### src/rtl/nand_ctl_regs.sv
`timescale 1ns/1ps
module nand_ctl_regs #(
  parameter int          TIM_W      = 27,
  parameter logic [15:0] UNLOCK_KEY = 16'hA25E
) (
  input  logic             clk,
  input  logic             rst_n,
  input  logic [2:0]       reg_addr,
  input  logic             reg_wr,
  input  logic             reg_rd,
  input  logic [3:0]       reg_be,
  input  logic [31:0]      reg_wdata,
  output logic [31:0]      reg_rdata,
  input  logic             ev_wp_fault,
  input  logic             ev_ecc_rdy,
  input  logic             ev_dec_err,
  input  logic             ev_dec_fail,
  input  logic             ev_ctrl_rdy,
  input  logic             ev_nand_rdy,
  input  logic             st_nand_rdy,
  input  logic             st_ctrl_rdy,
  input  logic             st_ecc_rdy,
  input  logic             st_err_det,
  input  logic [1:0]       st_err_cnt,
  input  logic             st_dec_fail,
  output logic [3:0]       cfg_out,
  output logic [TIM_W-1:0] timing_out,
  output logic             ce_normal,
  output logic             ctl_reset,
  output logic             irq
);
  localparam logic [2:0] A_CMD = 3'd0, A_LOCK = 3'd1, A_CFG = 3'd2, A_TIM = 3'd3,
                         A_MASK = 3'd4, A_STAT = 3'd5, A_LIVE = 3'd6, A_CEH = 3'd7;
  localparam int PAD_W = 32 - TIM_W;

  logic       unlocked;
  logic [5:0] mask_q, stat_q;
  logic [31:0] tim_wide, tim_merged;

  wire [5:0] ev = {ev_nand_rdy, ev_ctrl_rdy, ev_dec_fail, ev_dec_err, ev_ecc_rdy, ev_wp_fault};
  wire wr_lock  = reg_wr && reg_addr == A_LOCK;
  wire wr_cfg   = reg_wr && reg_addr == A_CFG;
  wire wr_tim   = reg_wr && reg_addr == A_TIM;
  wire key_hit  = wr_lock && reg_be[1] && reg_be[0] && reg_wdata[15:0] == UNLOCK_KEY;
  wire stat_clr = reg_rd && reg_addr == A_STAT;

  assign tim_wide = {{PAD_W{1'b0}}, timing_out};
  always_comb
    for (int b = 0; b < 4; b++)
      tim_merged[8*b +: 8] = reg_be[b] ? reg_wdata[8*b +: 8] : tim_wide[8*b +: 8];

  always_ff @(posedge clk) begin
    if (!rst_n) begin
      unlocked   <= 1'b0;
      cfg_out    <= '0;
      timing_out <= '0;
      mask_q     <= '0;
      stat_q     <= '0;
      ce_normal  <= 1'b0;
      ctl_reset  <= 1'b0;
    end else begin
      ctl_reset <= reg_wr && reg_addr == A_CMD && reg_be[0] && reg_wdata[7:0] == 8'hFF;
      if (wr_lock) unlocked <= key_hit;
      else if (wr_cfg || wr_tim) unlocked <= 1'b0;
      if (wr_cfg && unlocked && reg_be[0]) cfg_out <= reg_wdata[3:0];
      if (wr_tim && unlocked) timing_out <= tim_merged[TIM_W-1:0];
      if (reg_wr && reg_addr == A_MASK && reg_be[0]) mask_q <= reg_wdata[5:0];
      if (reg_wr && reg_addr == A_CEH && reg_be[0]) ce_normal <= reg_wdata[0];
      stat_q <= (stat_clr ? 6'd0 : stat_q) | ev;
    end
  end

  assign irq = |(stat_q & mask_q);

  always_comb begin
    unique case (reg_addr)
      A_LOCK:  reg_rdata = {31'd0, unlocked};
      A_CFG:   reg_rdata = {28'd0, cfg_out};
      A_TIM:   reg_rdata = tim_wide;
      A_MASK:  reg_rdata = {26'd0, mask_q};
      A_STAT:  reg_rdata = {26'd0, stat_q};
      A_LIVE:  reg_rdata = {25'd0, st_dec_fail, st_err_cnt, st_err_det, st_ecc_rdy, st_ctrl_rdy, st_nand_rdy};
      A_CEH:   reg_rdata = {31'd0, ce_normal};
      default: reg_rdata = 32'd0;
    endcase
  end
endmodule


### config.mk
export PLATFORM = sky130hd
export DESIGN_NAME = nand_ctl_regs
export DESIGN_NICKNAME = d
export VERILOG_FILES = /design/src/rtl/nand_ctl_regs.sv
export SDC_FILE = /design/constraint.sdc
export NUM_CORES = 1
export LEC_CHECK = 0
export CORE_AREA = 2 2 78 80
export DETAILED_ROUTE_END_ITERATION = 7
export DIE_AREA = 0 0 80 82
export GPL_ROUTABILITY_DRIVEN = 0
export PLACE_DENSITY_LB_ADDON = 0.08
export SETUP_SLACK_MARGIN = 0.5
export SYNTH_ARGS = -nofsm -noshare
export SYNTH_HDL_FRONTEND = slang
export SYNTH_SLANG_ARGS = --single-unit
### constraint.sdc
create_clock -name clk -period 5 [get_ports clk]
set_clock_uncertainty 0.15 [all_clocks]
set_input_delay 1.25 -clock clk [delete_from_list [all_inputs] [get_ports clk]]
set_output_delay 1.25 -clock clk [all_outputs]
set_load 0.01 [all_outputs]
# After elaboration in Yosys (flattened, before gate mapping)

Cells that the tools add are included.

Input port bits: 56
Register bits after elaboration: 46
Word-level logic and storage cells: 50
Output and inout bits: 66

Eq/ne operators: 9
Reductions and logical operators: 25
Multiplexer cells: 4
Bitwise gates (word level): 2

Operators with widths:

| cell                 | number |
|---|---|
| $pmux 27 s7          | 1 |
| $logic_and 1x1->1    | 17 |
| $eq 16x16->1 const B | 1 |
| $eq 3x3->1 const B   | 4 |
| $eq 8x8->1 const B   | 1 |
| $reduce_and 2->1     | 4 |
| $and 6x6->6          | 1 |
| $eq 3x2->1 const B   | 2 |
| $mux 6               | 1 |
| $or 6x6->6           | 1 |
| $reduce_or 6->1      | 1 |
| $eq 3x1->1 const B   | 1 |
| $logic_not 3->1      | 1 |
| $mux 1               | 2 |
| $reduce_bool 2->1    | 1 |
| $logic_or 1x1->1     | 1 |

# Logic depth before layout (Yosys ltp)

Gate-level depths: netlist of run 1.

Depth in word-level cells: 6
Depth in mapped cells: 6
Gate-level depth less buffers: 3

# Worst setup path after synthesis of run 1

Ideal clock, no wire load.

Path type: input to output
Start: in reg_addr[1]
End: out reg_rdata[0]
Path buffers: 1
Arrival: 2117 ps
Data required time: 3600 ps
Stages: 4
Path slack: 1483 ps
Cells stage by stage: buf_2 and2b_1 a2111oi_0 a31oi_1

Longest elaborated chain between the ends: 2
Elaborated cells between the ends (all ways): 8
Classes of those cells: 7 x eq/ne; 1 x mux

RTL lines:

| element                                  | RTL line | text |
|---|---|---|
| start: declaration                       | 8        | `input logic [2:0] reg_addr,` |
| $eq 3x3->1, or another cell as far along | 76       | `unique case (reg_addr)` |
| $pmux 27 s7 *                            | 76       |  |
| end: declaration                         | 13       | `output logic [31:0] reg_rdata,` |

Mark *: on every way between the ends. The rest lies on a longest branch, timed or not.

# Final worst setup path of run 1

Start: in st_ctrl_rdy
End: out reg_rdata[1]

Longest elaborated chain between the ends: 1

RTL lines:

| element            | RTL line | text |
|---|---|---|
| start: declaration | 21       | `input logic st_ctrl_rdy,` |
| $pmux 27 s7        | 76       |  |

Every way passes these cells.

==> results of run 1 <==
## layer usage
layer | wire, um | vias to the layer above
met1 | 3310 | 1179
met2 | 3350 | 116
met4 | 140 | 0
met5 | 0 | -
li1 | - | 1243
met3 | 680 | 12
## kinds of logic after synthesis
| kind of cell | Yosys count | synth area share |
|---|---|---|
| AOI/OAI and AO/OA | 63 | 0.154 |
| muxes | 25 | 0.106 |
| and+or+nand+nor | 124 | 0.275 |
| other | 1 | 0.00156 |
| DFF | 46 | 0.383 |
| buffers and inverters | 34 | 0.0806 |
## cells in the mapped netlist (6+ instances only)
master	instances
nand3_1	23
and3_1	22
o21ai_0	20
nor2_1	13
a21oi_1	25
a221oi_1	6
clkbuf_1	13
mux2i_1	22
dfxtp_1	46
buf_2	8
nand2_1	41
## final cells by class
cell class	count	share of cell area
Timing Repair Buffer	121	0.326
Inverter	4	0.00445
Clock inverter	3	0.0110
Tap cell	75	0.0257
Sequential cell	46	0.252
Multi-Input combinational cell	217	0.363
Clock buffer	5	0.0188
## power by group through the flow
stage          logic, mW  clock network, mW  registers, mW
4_1_cts            0.111              0.279          0.374
2_1_floorplan     0.0502                  0          0.381
3_5_place_dp       0.111                  0          0.383
5_1_grt            0.124              0.295          0.375
6_report           0.114              0.276          0.374
3_3_place_gp       0.110                  0          0.382
## state kept, by name, indices dropped and copies added, names as in the netlist
register	flops
cfg_out	4
mask_q	6
ctl_reset	1
stat_q	6
unlocked	1
ce_normal	1
timing_out	27
## worst max-delay path: stages
cell             delay (ps)
clkdlybuf4s50_1         400
mux2_1                  290
a221oi_1                260
nor2_1                   80
clkdlybuf4s50_1         480
## stage by stage
step | std cells | utilization | power, mW
finish | 471 | 0.636 | 0.765
global route | 471 | 0.636 | 0.795
CTS | 469 | 0.630 | 0.764
detailed placement | 461 | 0.611 | 0.493
global placement | 461 | 0.611 | 0.492
floorplan | 297 | - | 0.431
## repair_timing
| item | in CTS | in global routing |
|---|---|---|
| gates resized for setup | 2 | 10 |
| endpoints found under the setup margin | 26 | 6 |
| endpoints found under the hold margin | 0 | 0 |
| hold buffers | 0 | 0 |
| buffers inserted | 0 | 2 |
## how the worst max path moves through the flow
| stage | startpoint | slack (ps) | end |
|---|---|---|---|
| after floorplan | reg_addr[1] | 1480 | reg_rdata[0] |
| after global placement | reg_addr[1] | 380 | reg_rdata[3] |
| after detailed placement | reg_addr[1] | 330 | reg_rdata[0] |
| after CTS | reg_addr[0] | 490 | reg_rdata[0] |
| after global routing | reg_addr[2] | 710 | reg_rdata[2] |
| final | st_ctrl_rdy | 830 | reg_rdata[1] |
==> impl_metrics.toml, run 1 <==
[power]
comb_power_share = 0.149
clkPwrFrac = 0.361
p_int_uw = 578
worst_ir_drop_vdd_mv = 0.140
power_leakage_nw = 1.37
switching_share = 0.245
power.density_nw_per_um2 = 209
seq_power_share = 0.489
p_switching_uw = 188

[yosys]
yosysTopAreaCell = "dfxtp_1"
ys_types = 41
ys_warn_count = 0
ys_ff_latch = 46
synth_ff_type = "dfxtp_1"
synth.area.top_cells = "dfxtp_1, mux2i_1, nand2_1"
synth_seq_area_share = 0.383
syn_avg_cell_area_um2 = 8.22
synth-edff-count = 0
netlist_instances = 293
ys_async_sr_fraction = 0
synth.top_cell.area_share = 0.383
syn_area_um2 = 2410

[sta]
worst_pin_slew_ps = 805
rsz0062_at_grt = "false"
slew_viol_final = 0
setup_tns_ps = 0
relSlewSlack = 0.463
setup_viol = 0
fin_crit_sh = 0.833
hold_viol_final = 0
final.min_clock_period_ps = 4170
fin_ws_ps = 835
hold_slack_ps = 325
max_freq_mhz = 240

[drt]
vias = 2550
first_pass_iters = 4
routed_wl_um = 7470
antenna_left = 0
wl_per_cell_um = 15.9
viasPerCell = 5.41
drt_iter0_drc = 173
drc = 0

[worst_setup_path]
cp.arrival_ps = 2770
r2r-start = "unlocked"
reg2reg_depth = 3
timing.rr.end = "timing_out[16]"
worstSetupEndpointType = "output port"
crit_type = "in2out"
crit_fanout = 1
r2r_setup_slack_ps = 3430
cp.required_ps = 3600
startpoint_type = "input pin"

[flow_run]
maxCapViolations = 0

[min_path]
min_path_cells = 2
hold-path-endpoint = "timing_out[25]"
min-delay-start = "timing_out[25]"
min_path_type = "reg2reg"

[clock_network]
ctsRootBufferMaster = "clkbuf_8"
h-tree-depth = 2
clk_latency_ps = 290
cts_tree = "built"
path_clk_slew_ps = 80
cts_buffer_depth = 2
cts_buffers = 5
cts_sinks = 46

[global_routing]
grt_max_degree = 27
antenna_found_initial = 0
gr-usage-met3 = 0.0648
grt_overflow = 0
grt_pass1_vias = 2322
grt_pass1_wl_um = 11600
top_usage_layer = "met2"
grtUsageMet2 = 0.352
met1_usage = 0.308
grt_use_total = 0.228

[placed_design]
dp_hpwl_um = 5530
dpl_worst_slack_ps = 327
placed_area_um2 = 3510
portBuffers = 111

[floorplanning]
die-area_um2 = 6560
start_util = 0.419
die_x_um = 80
io_pins = 122
row_count = 28
chipHeight_um = 82
core-area_um2 = 5750

[cells_and_area]
most-common-layout-cells = "clkdlybuf4s50_1, dfxtp_1, nand2_1"
multi_input_area_um2 = 1330
finalInstanceArea_um2 = 3650
fill_cells = 519
fin_nets = 451
drive_above_1_share = 0.0682
final-seq-area_um2 = 921
final_common_cell = "clkdlybuf4s50_1"
insertedDiodeCount = 0
syn_to_final_growth_pct = 51.8

[run_status]
outcome = "finished clean"
(Power assumes the default switching activity.)
==> run 2, diff against run 1 <==
CORE_AREA = 2 2 85 87   (was 2 2 78 80)
DIE_AREA = 0 0 87 89   (was 0 0 80 82)
clock period = 3.7 ns   (was 5 ns; I/O delays follow)
==> run 2 against run 1 <==
Net effect:
- worst hold slack worse by 1.0 ps
- first-iteration DRC count up 10%
- final cell count up 3.6%
- worst setup slack worse by 300 ps
- sequential share of layout area down 0.72 points
- die area up 18%
- combinational power up 49%
- global-route usage down 2.6 points
- via count up 0.12%
- critical path depth up 2
- non-clock buffer count up 12
==> impl_metrics.toml, run 2 (same netlist as run 1, synthesis figures left out) <==
[power]
comb_power_share = 0.169
power.density_nw_per_um2 = 267
worst_ir_drop_vdd_mv = 0.139
seq_power_share = 0.503
clkPwrFrac = 0.328
power_leakage_nw = 1.54
p_switching_uw = 265
fin_total_pwr_mw = 1.01
switching_share = 0.263
p_int_uw = 741

[clock_network]
hold_buffers = 0
clk_latency_ps = 300
ctsRootBufferMaster = "clkbuf_8"
cts_buffers = 5
path_clk_slew_ps = 80
cts_tree = "built"
h-tree-depth = 2
cts_sinks = 46
cts_buffer_depth = 2

[placed_design]
dpl_worst_slack_ps = -121
dp_hpwl_um = 5790
portBuffers = 111

[worst_setup_path]
worstSetupEndpointType = "output port"
startpoint_type = "input pin"
slowest_delay_ps = 240
path_cells = "clkdlybuf4s15_2, buf_6, nor2b_4, buf_6, buf_4, and3_1, clkdlybuf4s15_1"
slowest_stage = "clkdlybuf4s15_1"
path_delay_family = "buffers and inverters"
crit_path_frequent_cell = "buf_6"
crit_fanout = 13
cp.arrival_ps = 2090
cp.required_ps = 2620
crit_type = "in2out"
path_buf_inv = 5

[sta]
hold_viol_final = 0
relSlewSlack = 0.462
rsz0062_at_grt = "true"
max_freq_mhz = 316
hold_slack_ps = 324
fin_crit_sh = 0.855
final.min_clock_period_ps = 3160
slew_viol_final = 0
setup_viol = 0
fin_ws_ps = 536
worst_pin_slew_ps = 806

[cells_and_area]
most-common-layout-cells = "clkdlybuf4s50_1, dfxtp_1, nand2_1"
drive_above_1_share = 0.130
final_common_cell = "clkdlybuf4s50_1"
regMostFlops = "timing_out"
largest_reg_flops = 27
final-seq-area_um2 = 921
fill_cells = 652
reg_top3 = "timing_out (27), mask_q (6), stat_q (6)"
post-route-util = 0.560
fin_nets = 463
multi_input_area_um2 = 1370
insertedDiodeCount = 0
syn_to_final_growth_pct = 56.3

[drt]
antenna_left = 0
met1_length_um = 3590
drc = 0
viasPerCell = 5.23
dr_wl_met2_um = 3560
dr_wl_met3_um = 525
wl_per_cell_um = 16.0
routed_wl_um = 7800
first_pass_iters = 4
vias = 2553
top_layer_used = "met4"
drt_iter0_drc = 191

[flow_run]
maxCapViolations = 0

[floorplanning]
die_x_um = 87
start_util = 0.358
die-area_um2 = 7740
io_pins = 122
row_count = 30
core-area_um2 = 6720
chipHeight_um = 89

[global_routing]
grt_use_total = 0.202
grt_max_degree = 40
grt_overflow = 0
grt_pass1_wl_um = 12200
antenna_found_initial = 0
grt_pass1_vias = 2409

[run_status]
outcome = "finished clean"

[min_path]
min_path_type = "reg2reg"
==> run 2: final cells by class <==
cell class / count / area share
Multi-Input combinational cell: 217 / 0.364
Clock buffer: 6 / 0.0219
Tap cell: 80 / 0.0266
Sequential cell: 46 / 0.245
Timing Repair Buffer: 133 / 0.335
Inverter: 4 / 0.00499
Clock inverter: 2 / 0.00333
==> run 2: per-stage QoR <==
step | TNS, ps | cells | instance area, um2
final | 0 | 488 | 3760
after global routing | 0 | 488 | 3760
after CTS | 0 | 488 | 3750
after detailed placement | -1490 | 477 | 3600
after global placement | -1870 | 477 | 3600
after floorplan | 0 | 297 | 2420
==> run 2: power groups by stage <==
| stage | logic [mW] | clock network (mW) | registers (mW) |
|---|---|---|---|
| floorplan | 0.0678 | 0 | 0.515 |
| global placement | 0.158 | 0 | 0.517 |
| detailed placement | 0.159 | 0 | 0.518 |
| CTS | 0.167 | 0.338 | 0.506 |
| global route | 0.184 | 0.352 | 0.507 |
| finish | 0.170 | 0.330 | 0.506 |
==> run 2: path summary, 6_finish.rpt <==
check                               startpoint        endpoint  depth (start not counted)  slack [ps]
worst max-delay path               reg_addr[1]   reg_rdata[26]                          7         540
worst min-delay path            timing_out[24]  timing_out[24]                          2         320
worst max register to register        unlocked  timing_out[22]                          3        2180
worst min register to register  timing_out[24]  timing_out[24]                          2         320
==> run 2: metal layers <==
layer  GRT usage  vias up
met5           0        -
met4      0.0597        0
met1       0.282     1183
met2       0.315       90
li1            -     1269
met3      0.0416       11
==> run 2: repair_timing <==
action / 4_1_cts / 5_1_grt
buffers inserted: 2 / 0
pin swaps: 2 / 2
endpoints found under the setup margin: 27 / 8
hold endpoints to repair: 0 / 0
gates resized for setup: 70 / 8
gates cloned: 1 / 0
==> run 2: worst reg2reg max path, delay by kind of cell (launching register included) <==
kind             cells  cell delay (ps)
muxes                1              210
and+or+nand+nor      2              680
DFF                  1              420
==> run 3, diff against run 2 <==
CTS_CLUSTER_DIAMETER = 150   (was not set)
PLACE_DENSITY_LB_ADDON = 0.25   (was 0.08)
SLEW_MARGIN = 20   (was not set)
==> run 3 against run 2 <==
Net effect:
- worst setup slack better by 2.0 ps
- critical endpoint is now reg_rdata[1]
- global-route usage up 1.7 points
- worst hold slack better by 2.4 ps
- die area unchanged
- cell area up 0.53%
- via count up 2.3%
- clock-buffer cell count up 2
- non-clock buffer count up 8
- first-iteration DRC count down 20%
- highest routed layer unchanged
- maximum frequency about the same
- sequential share of layout area down 0.13 points
- largest cell class unchanged
- core utilization up 0.30 points
==> impl_metrics.toml, run 3 (same netlist as run 1, synthesis figures left out) <==
[sta]
hold_viol_final = 0
worst_pin_slew_ps = 804
hold_slack_ps = 326
setup_tns_ps = 0
rsz0062_at_grt = "true"
relSlewSlack = 0.464
fin_ws_ps = 538
final.min_clock_period_ps = 3160
fin_crit_sh = 0.855
max_freq_mhz = 316
setup_viol = 0
slew_viol_final = 0

[worst_setup_path]
worstSetupEndpointType = "output port"
critPathLaunch = "st_ctrl_rdy"
r2r_setup_slack_ps = 2110
crit_fanout = 1
crit_type = "in2out"
timing.rr.end = "timing_out[18]"
cp.arrival_ps = 2090
reg2reg_depth = 3
r2r-start = "unlocked"
startpoint_type = "input pin"
cp.required_ps = 2620

[power]
comb_power_share = 0.173
seq_power_share = 0.484
switching_share = 0.248
power_leakage_nw = 1.54
clkPwrFrac = 0.344
p_switching_uw = 260
p_int_uw = 787
fin_total_pwr_mw = 1.05
worst_ir_drop_vdd_mv = 0.145
power.density_nw_per_um2 = 277

[floorplanning]
die_x_um = 87
io_pins = 122
row_count = 30
core-area_um2 = 6720
die-area_um2 = 7740
start_util = 0.358
chipHeight_um = 89

[drt]
wl_per_cell_um = 16.7
first_pass_iters = 4
drt_iter0_drc = 153
viasPerCell = 5.27
drc = 0
routed_wl_um = 8290
vias = 2612
antenna_left = 0

[run_status]
outcome = "finished clean"

[cells_and_area]
reg_top3 = "timing_out (27), mask_q (6), stat_q (6)"
post-route-util = 0.563
fill_cells = 638
multi_input_area_um2 = 1370
fin_nets = 471
stdcell_count = 496
finalInstanceArea_um2 = 3780
final-seq-area_um2 = 921
drive_above_1_share = 0.195
largest_reg_flops = 27
most-common-layout-cells = "clkdlybuf4s50_1, dfxtp_1, nand2_1"
final_common_cell = "clkdlybuf4s50_1"
syn_to_final_growth_pct = 57.1
regMostFlops = "timing_out"
insertedDiodeCount = 0

[min_path]
min_path_type = "reg2reg"
hold-path-endpoint = "timing_out[20]"
min-delay-start = "timing_out[20]"
min_path_cells = 2

[placed_design]
dp_hpwl_um = 6040
placed_area_um2 = 3650
portBuffers = 111
place_inst = 481
dpl_worst_slack_ps = -184

[clock_network]
clk_latency_ps = 300
h-tree-depth = 2
path_clk_slew_ps = 80
cts_sinks = 46
cts_buffer_depth = 2
cts_tree = "built"
hold_buffers = 0
ctsRootBufferMaster = "clkbuf_8"
cts_buffers = 5

[global_routing]
grt_pass1_vias = 2591
grt_pass1_wl_um = 13100
antenna_found_initial = 0
grt_overflow = 0
grt_max_degree = 40
grt_use_total = 0.218

[flow_run]
maxCapViolations = 0
[run 3: how the worst max path moves through the flow]
stage                         end  slack (ps)
global placement     reg_rdata[0]        -180
floorplan            reg_rdata[0]         830
detailed placement   reg_rdata[1]        -180
finish               reg_rdata[1]         540
CTS                 reg_rdata[24]         500
global route         reg_rdata[6]         480
[run 3: worst max-delay path, stage by stage]
cell             delay [ps]
clkdlybuf4s50_1         410
mux2_1                  310
a221oi_2                230
nor2_1                   80
buf_2                   140
[run 3: layer usage]
layer,GRT usage,up-vias,share of wire
met2,0.373,69,0.49
met1,0.284,1248,0.46
li1,-,1284,-
met4,0.0781,0,0.020
met3,0.0286,11,0.039
met5,0,-,0
[run 3: power groups by stage]
stage | registers (mW) | logic, mW | clock network [mW]
2_1_floorplan | 0.515 | 0.0678 | 0
3_3_place_gp | 0.517 | 0.165 | 0
3_5_place_dp | 0.517 | 0.166 | 0
4_1_cts | 0.506 | 0.180 | 0.367
5_1_grt | 0.507 | 0.195 | 0.384
6_report | 0.506 | 0.181 | 0.360
[run 3: area by class of cell]
type / count / share of cell area
Sequential cell: 46 / 0.243
Timing Repair Buffer: 141 / 0.335
Clock buffer: 8 / 0.0291
Tap cell: 80 / 0.0265
Inverter: 4 / 0.00430
Multi-Input combinational cell: 217 / 0.362
[run 3: what timing repair did]
action | CTS | global route
buffers inserted | 4 | 0
endpoints found under the setup margin | 27 | 18
resized for setup | 102 | 22
pin swaps | 2 | 3
cloned | 3 | 0
